$ cat config.mk
export PLATFORM = sky130hd
export DESIGN_NAME = sdram_cmd_issuer
export DESIGN_NICKNAME = d
export VERILOG_FILES = /design/src/rtl/sdram_init_pkg.sv /design/src/rtl/sdram_pwrup_timer.sv /design/src/rtl/sdram_cmd_decode.sv /design/src/rtl/sdram_issue_ctrl.sv /design/src/rtl/sdram_cmd_issuer.sv
export SDC_FILE = /design/constraint.sdc
export NUM_CORES = 1
export LEC_CHECK = 0
export CORE_MARGIN = 4
export CORE_UTILIZATION = 31
export DETAILED_ROUTE_END_ITERATION = 8
export SYNTH_ARGS = -nofsm -noshare
export SYNTH_HDL_FRONTEND = slang
export SYNTH_HIERARCHICAL = 1
export SYNTH_SLANG_ARGS = --single-unit
$ cat constraint.sdc
create_clock -name clk_i -period 2.1 [get_ports clk_i]
set_input_delay 0.21 -clock clk_i [delete_from_list [all_inputs] [get_ports clk_i]]
set_output_delay 0.21 -clock clk_i [all_outputs]
set_load 0.05 [all_outputs]
$ cat src/rtl/sdram_init_pkg.sv
package sdram_init_pkg;
  localparam logic [2:0] MODE_NORMAL = 3'd0;
  localparam logic [2:0] MODE_NOP    = 3'd1;
  localparam logic [2:0] MODE_PALL   = 3'd2;
  localparam logic [2:0] MODE_LMR    = 3'd3;
  localparam logic [2:0] MODE_REF    = 3'd4;
  localparam logic [2:0] MODE_ELMR   = 3'd5;

  typedef struct packed {
    logic cs_n;
    logic ras_n;
    logic cas_n;
    logic we_n;
  } cmd_pins_t;

  localparam cmd_pins_t PINS_NOP  = '{cs_n: 1'b0, ras_n: 1'b1, cas_n: 1'b1, we_n: 1'b1};
  localparam cmd_pins_t PINS_PALL = '{cs_n: 1'b0, ras_n: 1'b0, cas_n: 1'b1, we_n: 1'b0};
  localparam cmd_pins_t PINS_REF  = '{cs_n: 1'b0, ras_n: 1'b0, cas_n: 1'b0, we_n: 1'b1};
  localparam cmd_pins_t PINS_LMR  = '{cs_n: 1'b0, ras_n: 1'b0, cas_n: 1'b0, we_n: 1'b0};

  typedef enum logic [1:0] {LAT_NONE, LAT_RP, LAT_RFC, LAT_MRD} lat_sel_e;
  typedef enum logic [1:0] {ST_IDLE, ST_HOLD, ST_ACK} issue_st_e;
endpackage

$ cat src/rtl/sdram_pwrup_timer.sv
module sdram_pwrup_timer #(
  parameter int unsigned PWRUP_CYC = 10000,
  localparam int unsigned CW = $clog2(PWRUP_CYC + 1)
) (
  input  logic clk_i,
  input  logic rst_ni,
  output logic done_o
);
  logic [CW-1:0] cnt_q;

  always_ff @(posedge clk_i or negedge rst_ni) begin
    if (!rst_ni)          cnt_q <= CW'(PWRUP_CYC);
    else if (cnt_q != '0) cnt_q <= cnt_q - 1'b1;
  end

  assign done_o = (cnt_q == '0);
endmodule

$ cat src/rtl/sdram_cmd_decode.sv
module sdram_cmd_decode
  import sdram_init_pkg::*;
#(
  parameter int unsigned ADDR_W   = 24,
  parameter int unsigned BA_W     = 2,
  parameter int unsigned A_W      = 12,
  parameter int unsigned BANK_LSB = 22,
  parameter int unsigned MR_LSB   = 1,
  parameter int unsigned AP_BIT   = 10
) (
  input  logic [2:0]        mode_i,
  input  logic              we_i,
  input  logic [ADDR_W-1:0] addr_i,
  output logic              issue_o,
  output logic              is_nop_o,
  output cmd_pins_t         pins_o,
  output logic [BA_W-1:0]   ba_o,
  output logic [A_W-1:0]    a_o,
  output lat_sel_e          lat_o
);
  always_comb begin
    issue_o  = 1'b0;
    is_nop_o = 1'b0;
    pins_o   = PINS_NOP;
    ba_o     = '0;
    a_o      = '0;
    lat_o    = LAT_NONE;
    if (we_i) begin
      unique case (mode_i)
        MODE_NOP: begin
          issue_o  = 1'b1;
          is_nop_o = 1'b1;
        end
        MODE_PALL: begin
          issue_o     = 1'b1;
          pins_o      = PINS_PALL;
          a_o[AP_BIT] = 1'b1;
          lat_o       = LAT_RP;
        end
        MODE_REF: begin
          issue_o = 1'b1;
          pins_o  = PINS_REF;
          lat_o   = LAT_RFC;
        end
        MODE_LMR, MODE_ELMR: begin
          issue_o = 1'b1;
          pins_o  = PINS_LMR;
          ba_o    = addr_i[BANK_LSB +: BA_W];
          a_o     = addr_i[MR_LSB +: A_W];
          lat_o   = LAT_MRD;
        end
        default: ;
      endcase
    end
  end
endmodule

$ cat src/rtl/sdram_issue_ctrl.sv
module sdram_issue_ctrl
  import sdram_init_pkg::*;
#(
  parameter int unsigned BA_W  = 2,
  parameter int unsigned A_W   = 12,
  parameter int unsigned T_RP  = 2,
  parameter int unsigned T_RFC = 6,
  parameter int unsigned T_MRD = 2,
  localparam int unsigned T_MAX = (T_RFC > T_RP) ? ((T_RFC > T_MRD) ? T_RFC : T_MRD)
                                                 : ((T_RP > T_MRD) ? T_RP : T_MRD),
  localparam int unsigned LW = $clog2(T_MAX + 1)
) (
  input  logic            clk_i,
  input  logic            rst_ni,
  input  logic            pwr_done_i,
  input  logic            req_i,
  input  logic            cfg_we_i,
  input  logic [2:0]      cfg_mode_i,
  input  logic            issue_i,
  input  logic            is_nop_i,
  input  cmd_pins_t       dec_pins_i,
  input  logic [BA_W-1:0] dec_ba_i,
  input  logic [A_W-1:0]  dec_a_i,
  input  lat_sel_e        lat_i,
  output logic [2:0]      mode_o,
  output logic            cfg_ready_o,
  output logic            ready_o,
  output logic            cke_o,
  output cmd_pins_t       pins_o,
  output logic [BA_W-1:0] ba_o,
  output logic [A_W-1:0]  a_o
);
  issue_st_e      st_q;
  logic [LW-1:0]  cnt_q;
  logic [LW-1:0]  lat_cnt;

  always_comb begin
    unique case (lat_i)
      LAT_RP:  lat_cnt = LW'(T_RP);
      LAT_RFC: lat_cnt = LW'(T_RFC);
      LAT_MRD: lat_cnt = LW'(T_MRD);
      default: lat_cnt = '0;
    endcase
  end

  assign cfg_ready_o = (st_q == ST_IDLE);

  always_ff @(posedge clk_i or negedge rst_ni) begin
    if (!rst_ni) begin
      st_q    <= ST_IDLE;
      cnt_q   <= '0;
      mode_o  <= MODE_NORMAL;
      ready_o <= 1'b0;
      cke_o   <= 1'b0;
      pins_o  <= PINS_NOP;
      ba_o    <= '0;
      a_o     <= '0;
    end else begin
      pins_o  <= PINS_NOP;
      ba_o    <= '0;
      a_o     <= '0;
      ready_o <= 1'b0;
      if (cfg_we_i && st_q == ST_IDLE) mode_o <= cfg_mode_i;
      unique case (st_q)
        ST_IDLE: begin
          if (pwr_done_i && req_i) begin
            if (issue_i) begin
              pins_o <= dec_pins_i;
              ba_o   <= dec_ba_i;
              a_o    <= dec_a_i;
              cnt_q  <= lat_cnt;
              st_q   <= ST_HOLD;
              if (is_nop_i) cke_o <= 1'b1;
            end else begin
              ready_o <= 1'b1;
              st_q    <= ST_ACK;
            end
          end
        end
        ST_HOLD: begin
          if (cnt_q == '0) begin
            ready_o <= 1'b1;
            st_q    <= ST_ACK;
          end else begin
            cnt_q <= cnt_q - 1'b1;
          end
        end
        default: st_q <= ST_IDLE;
      endcase
    end
  end
endmodule

$ cat src/rtl/sdram_cmd_issuer.sv
module sdram_cmd_issuer
  import sdram_init_pkg::*;
#(
  parameter int unsigned ADDR_W    = 24,
  parameter int unsigned BA_W      = 2,
  parameter int unsigned A_W       = 12,
  parameter int unsigned BANK_LSB  = 22,
  parameter int unsigned MR_LSB    = 1,
  parameter int unsigned AP_BIT    = 10,
  parameter int unsigned PWRUP_CYC = 10000,
  parameter int unsigned T_RP      = 2,
  parameter int unsigned T_RFC     = 6,
  parameter int unsigned T_MRD     = 2
) (
  input  logic              clk_i,
  input  logic              rst_ni,
  input  logic              cfg_we_i,
  input  logic [2:0]        cfg_mode_i,
  output logic              cfg_ready_o,
  output logic [2:0]        mode_o,
  output logic              pwr_done_o,
  input  logic              mem_req_i,
  input  logic              mem_we_i,
  input  logic [ADDR_W-1:0] mem_addr_i,
  output logic              mem_ready_o,
  output logic              sdram_cke_o,
  output logic              sdram_cs_no,
  output logic              sdram_ras_no,
  output logic              sdram_cas_no,
  output logic              sdram_we_no,
  output logic [BA_W-1:0]   sdram_ba_o,
  output logic [A_W-1:0]    sdram_a_o
);
  logic            issue, is_nop;
  cmd_pins_t       dec_pins, pins;
  logic [BA_W-1:0] dec_ba;
  logic [A_W-1:0]  dec_a;
  lat_sel_e        lat_sel;

  sdram_pwrup_timer #(.PWRUP_CYC(PWRUP_CYC)) i_timer (
    .clk_i, .rst_ni, .done_o(pwr_done_o)
  );

  sdram_cmd_decode #(
    .ADDR_W(ADDR_W), .BA_W(BA_W), .A_W(A_W),
    .BANK_LSB(BANK_LSB), .MR_LSB(MR_LSB), .AP_BIT(AP_BIT)
  ) i_decode (
    .mode_i(mode_o), .we_i(mem_we_i), .addr_i(mem_addr_i),
    .issue_o(issue), .is_nop_o(is_nop), .pins_o(dec_pins),
    .ba_o(dec_ba), .a_o(dec_a), .lat_o(lat_sel)
  );

  sdram_issue_ctrl #(
    .BA_W(BA_W), .A_W(A_W), .T_RP(T_RP), .T_RFC(T_RFC), .T_MRD(T_MRD)
  ) i_ctrl (
    .clk_i, .rst_ni,
    .pwr_done_i(pwr_done_o), .req_i(mem_req_i),
    .cfg_we_i, .cfg_mode_i,
    .issue_i(issue), .is_nop_i(is_nop), .dec_pins_i(dec_pins),
    .dec_ba_i(dec_ba), .dec_a_i(dec_a), .lat_i(lat_sel),
    .mode_o, .cfg_ready_o, .ready_o(mem_ready_o), .cke_o(sdram_cke_o),
    .pins_o(pins), .ba_o(sdram_ba_o), .a_o(sdram_a_o)
  );

  assign sdram_cs_no  = pins.cs_n;
  assign sdram_ras_no = pins.ras_n;
  assign sdram_cas_no = pins.cas_n;
  assign sdram_we_no  = pins.we_n;
endmodule

After elaboration in Yosys (flattened, before gate mapping)
Index checks and enable logic that the tools add are counted.
- bits in registers: 42
- latch bits: 0
- bits in writable memories: 0
- bits in read-only memories: 0
- bits of input ports: 32
- output and inout bits: 25
- word-level logic and storage cells: 76
- memories: 0
- add/subtract/negate cells: 2
- multipliers: 0
- div/mod/pow operators: 0
- $lt $le $gt $ge: 0
- eq/ne operators: 13
- shift operators: 0
- mux-type cells: 36
- bitwise gates (word level): 0
- reduce and logical (&&, ||, !) cells: 13
- operator list (operator ; count):
    $mux W12 ; 4
    $mux W2 ; 9
    $mux W4 ; 4
    $logic_not A14 Y1 ; 1
    $reduce_bool A14 Y1 ; 1
    $sub A14 B1 Y14 const B ; 1
    $pmux W3 S2 ; 2
    $mux W10 ; 1
    $mux W3 ; 3
    $pmux W3 S3 ; 1
    $mux W1 ; 8
    $reduce_and A4 Y1 ; 2
    $eq A3 B2 Y1 const B ; 2
    $eq A3 B3 Y1 const B ; 2
    $ne A2 B1 Y1 const B ; 3
    $pmux W2 S3 ; 1
    $reduce_or A5 Y1 ; 1
    $eq A2 B1 Y1 const B ; 2
    $eq A2 B2 Y1 const B ; 2
    $pmux W1 S2 ; 2
    $pmux W2 S2 ; 1
    $reduce_or A2 Y1 ; 2
    $eq A3 B1 Y1 const B ; 1
    $logic_not A3 Y1 ; 1
    other kinds (6) ; 7

Longest topological paths before layout
- word-level depth: 10
- mapped depth: 9
- depth with buffers taken out: 8

Modules after synthesis
Netlist, hierarchy kept.
- modules (own cells, without submodules) (module ; instances ; cells each ; area an instance (um^2) ; sequential area each (um^2)):
    sdram_issue_ctrl ; 1 ; 79 ; 1067.3 ; 704.4
    sdram_pwrup_timer ; 1 ; 60 ; 711.9 ; 356.6
    sdram_cmd_decode ; 1 ; 35 ; 250.2 ; 0.0

Worst setup path before layout
OpenSTA, ideal clock, no wires.
- path kind: flip-flop to flip-flop
- start point: register i_timer.cnt_q[0]
- end point: register i_ctrl.cnt_q[2]
- library setup time: 134 ps
- arrival: 2124 ps
- required time: 1966 ps
- slack: -158 ps
- stages on the path, launching flop included: 10
- buffers on the path: 1
- period minus slack after synthesis: 2258 ps
- path through: dfrtp_1 -> inv_1 -> ha_1 -> or3b_4 -> nand4b_4 -> inv_4 -> nor4bb_1 -> buf_4 -> and2_4 -> a211oi_2
- longest elaborated chain between the ends: 4
- ends and longest elaborated chain (item ; RTL line ; RTL):
    start: declaration ; sdram_pwrup_timer.sv:9 ; logic [CW-1:0] cnt_q;
    start signal: assignment ; sdram_pwrup_timer.sv:12 ; if (!rst_ni) cnt_q <= CW'(PWRUP_CYC);
    start signal: assignment ; sdram_pwrup_timer.sv:13 ; else if (cnt_q != '0) cnt_q <= cnt_q - 1'b1;
    $logic_not A14 Y1 ; sdram_pwrup_timer.sv:16 ; assign done_o = (cnt_q == '0);
    named net pwr_done_o ; sdram_cmd_issuer.sv:21 ; output logic pwr_done_o,
    $logic_and A1 B1 Y1 ; sdram_issue_ctrl.sv:66 ; if (pwr_done_i && req_i) begin
    $ne A2 B1 Y1 (no source line) ; -- ;
    $reduce_and A4 Y1 (no source line) ; -- ;
    end signal: assignment ; sdram_issue_ctrl.sv:71 ; cnt_q <= lat_cnt;
    end signal: assignment ; sdram_issue_ctrl.sv:85 ; cnt_q <= cnt_q - 1'b1;
    end: declaration ; sdram_issue_ctrl.sv:34 ; logic [LW-1:0] cnt_q;
The timed path passes the listed nets, and every way through them passes these cells.
A chain may end at the register's enable or synchronous reset.

Worst setup path after layout
- start point: register i_timer.cnt_q[1]
- end point: register i_ctrl.cnt_q[2]
- longest elaborated chain between the ends: 4
- ends and longest elaborated chain (item ; RTL line):
    $logic_not A14 Y1 ; sdram_pwrup_timer.sv:16
    $logic_and A1 B1 Y1 ; sdram_issue_ctrl.sv:66
    $ne A2 B1 Y1 (no source line) ; --
    $reduce_and A4 Y1 (no source line) ; --
Every way passes these cells.

==> results.sh <==
export IMPL_status="complete, no violations"
export IMPL_hold_start="i_ctrl/cke_o"
export IMPL_critPathArrivalTime_ps=2250
export IMPL_num_rows=29
export IMPL_port_buffers=46
export IMPL_cts_sinks=42
export IMPL_hold_end="i_ctrl/cke_o"
export IMPL_yosys_area_top_type_share=0.419
export IMPL_startpoint_type="register"
export IMPL_grt_first_pass_wirelength_mm=6.73
export IMPL_initial_core_util=0.320
export IMPL_num_nets_final=271
export IMPL_end_kind="register"
export IMPL_fin_util=0.452
export IMPL_slew_headroom=0.653
export IMPL_insertedDiodeCount=0
export IMPL_ys_async_sr_fraction=1.00
export IMPL_r2r_start="i_timer/cnt_q[1]"
export IMPL_combinationalPowerShare=0.387
export IMPL_cts_root_buf="clkbuf_8"
export IMPL_worstSetupPathType="register to register"
export IMPL_cts_tree="built"
export IMPL_syn_area_per_cell_um2=11.7
export IMPL_synth_edf_count=0
export IMPL_synth_commonest_cells="34 x dfrtp_1, 15 x and3_1, 11 x and2_4, 11 x nor2_1, 8 x dfstp_2"
export IMPL_drc=0
export IMPL_grt_use_total=0.110
export IMPL_crit_fanout=6
export IMPL_netlist_area_mm2=0.00203
export IMPL_skew_ps=5.86
export IMPL_cellPowerDensity_mw_per_mm2=1020
export IMPL_synthCells=174
export IMPL_worst_pin_slew_ps=521
export IMPL_finalWirelength_mm=4.10
export IMPL_dr_pass1_iters=4
export IMPL_seqPwrFrac=0.352
export IMPL_fin_crit_sh=0.973
export IMPL_grt_pass1_vias=1537
export IMPL_die_y_um=88.9
export IMPL_postRouteAntennaNets=0
export IMPL_slew_viol_final=0
export IMPL_switchingPower_uw=1030
export IMPL_ys_seq_area_frac=0.523
export IMPL_num_io_pins=57
export IMPL_synth_area_leader_cell="dfrtp_1"
export IMPL_switching_share=0.351
export IMPL_fmax_ghz=0.489
export IMPL_post_drt_via_cell_ratio=4.66
export IMPL_yosys_warnings=6
export IMPL_synth_ff_type="dfrtp_1"
export IMPL_max_cap_violations=0
export IMPL_intPower_uw=1900
export IMPL_grt_setup_unrepaired="yes"
export IMPL_clkSlewWorstSetupHoldPaths_ps=80
export IMPL_ys_ff_latch=42
export IMPL_grt_max_degree=43
export IMPL_min_delay_path_depth=1
export IMPL_period_needed_ps=2040
export IMPL_drive_gt1_frac=0.300
export IMPL_drtIter0Drc=32
export IMPL_power_frac_clock=0.261
export IMPL_vdd_drop_max_mv=0.515
export IMPL_synth_nets=209
export IMPL_p_total_uw=2930
export IMPL_dieArea_mm2=0.00790
export IMPL_critPathRequiredTime_ps=2310
export IMPL_hold_viol=0
export IMPL_synthTopCellsByArea="dfrtp_1 42%, dfstp_2 10%, and2_4 4.7%"
export IMPL_hpwl_mm=2.87
export IMPL_r2r_cells=9
export IMPL_gp_congestion=0.750
export IMPL_area_growth_pct=41.4
export IMPL_min_path_type="register to register"
export IMPL_cts_made_buffers=5
export IMPL_yosysUniqueCellTypes=45
export IMPL_r2r_slack_ps=60
export IMPL_finalSetupViolCount=0
export IMPL_antenna_found_initial=0
export IMPL_grt_overflow=0
export IMPL_insertion_delay_ps=290
export IMPL_cts_buffer_depth=2
export IMPL_h_tree_depth=2
export IMPL_die_x_um=88.9
export IMPL_power_leakage_uw=0.00139
export IMPL_synthMostInstantiatedCell="dfrtp_1"
export IMPL_timing_rr_end="i_ctrl/cnt_q[2]"
export IMPL_wl_per_cell_um=13.1
export IMPL_vias=1464
export IMPL_core_mm2=0.00635
-- how the worst max path moves through the flow --
stage / startpoint / endpoint / slack [ps] / cells after the start
after CTS: i_timer/cnt_q[1] / i_ctrl/cnt_q[2] / 6 / 9
after global routing: i_timer/cnt_q[1] / i_ctrl/cnt_q[2] / -30 / 9
after global placement: i_timer/cnt_q[1] / i_ctrl/cnt_q[2] / 40 / 9
after detailed placement: i_timer/cnt_q[1] / i_ctrl/cnt_q[2] / -5 / 9
final: i_timer/cnt_q[1] / i_ctrl/cnt_q[2] / 60 / 9
after floorplan: i_timer/cnt_q[0] / i_ctrl/cnt_q[2] / -110 / 9
-- layout by cell type, fill, tap and decap left out, drive strengths merged, types with 5 or more instances in the layout --
cell type / n
xor2: 6
nor3: 7
dfstp: 8
inv: 7
dfrtp: 34
mux2: 6
clkbuf: 5
clkdlybuf4s50: 44
buf: 16
nand2b: 7
and2: 15
nor2: 11
and3: 15
-- stage by stage --
step | TNS (ps) | worst slack [ps] | hold WS [ps] | cell area, um^2 | instances
3_5_place_dp | -4.85 | -4.85 | 320 | 2660 | 301
2_1_floorplan | -1430 | -107 | -85.6 | 2040 | 174
3_3_place_gp | 0 | 36.3 | 306 | 2660 | 301
4_1_cts | 0 | 5.81 | 471 | 2830 | 312
5_1_grt | -25.7 | -25.7 | 506 | 2870 | 314
6_report | 0 | 55.9 | 463 | 2870 | 314
-- registers in the layout, indices dropped and copies added (netlist names) --
name	flops
i_ctrl/a_o	12
i_ctrl/cke_o	1
i_timer/cnt_q	14
i_ctrl/pins_o	4
i_ctrl/cnt_q	3
i_ctrl/st_q	2
i_ctrl/mode_o	3
i_ctrl/ready_o	1
i_ctrl/ba_o	2
-- metal layers --
metal,vias up,part of all wire,global-route usage
met1,703,0.42,0.124
met3,4,0.051,0.0350
met4,0,0.0073,0.0330
met5,-,0,0
li1,722,-,-
met2,35,0.52,0.197
-- kinds of logic (layout without fill, tap and decap cells) --
kind of cell | count (synthesis) | count (layout) | synth area share
simple gates | 81 | 81 | 0.274
xor+xnor | 10 | 10 | 0.0432
other cells | 1 | 1 | 0.00185
flops | 42 | 42 | 0.523
fa+ha+maj | 3 | 3 | 0.0185
mux | 6 | 6 | 0.0333
buf+inv | 13 | 76 | 0.0345
compound gates | 18 | 18 | 0.0715
-- power groups by stage --
stage                     combinational [uW]  sequential [uW]  clock (uW)
after detailed placement                1110             1040           0
final                                   1130             1030         763
after global routing                    1230             1050         818
after CTS                               1120             1020         789
after floorplan                          569             1230           0
after global placement                  1100             1040           0
-- worst max-delay path, stage by stage, from the launching register on --
cell and delay [ps]:
dfrtp_1 400, inv_2 90, ha_4 140, or3b_4 370
nand4b_4 220, inv_8 90, nor4bb_4 190, buf_6 170
a221oi_2 80, a211oi_2 220
-- repair_timing --
item | 4_1_cts | 5_1_grt
setup endpoints to repair | 3 | 20
pin swaps | 0 | 1
hold buffers | 1 | 0
endpoints found under the hold margin | 17 | 0
setup buffers | 2 | 2
gates resized for setup | 4 | 4
-- final cells by class --
type,count,area [um^2]
clock buffers,5,68.8
clock inverters,3,68.8
fillers,605,3480
inverters,7,33.8
multi-input cells,119,937
flip-flops and latches,42,1060
well taps,77,96.3
repair buffers,61,604
Note: power is estimated with default switching activity, not from simulation.
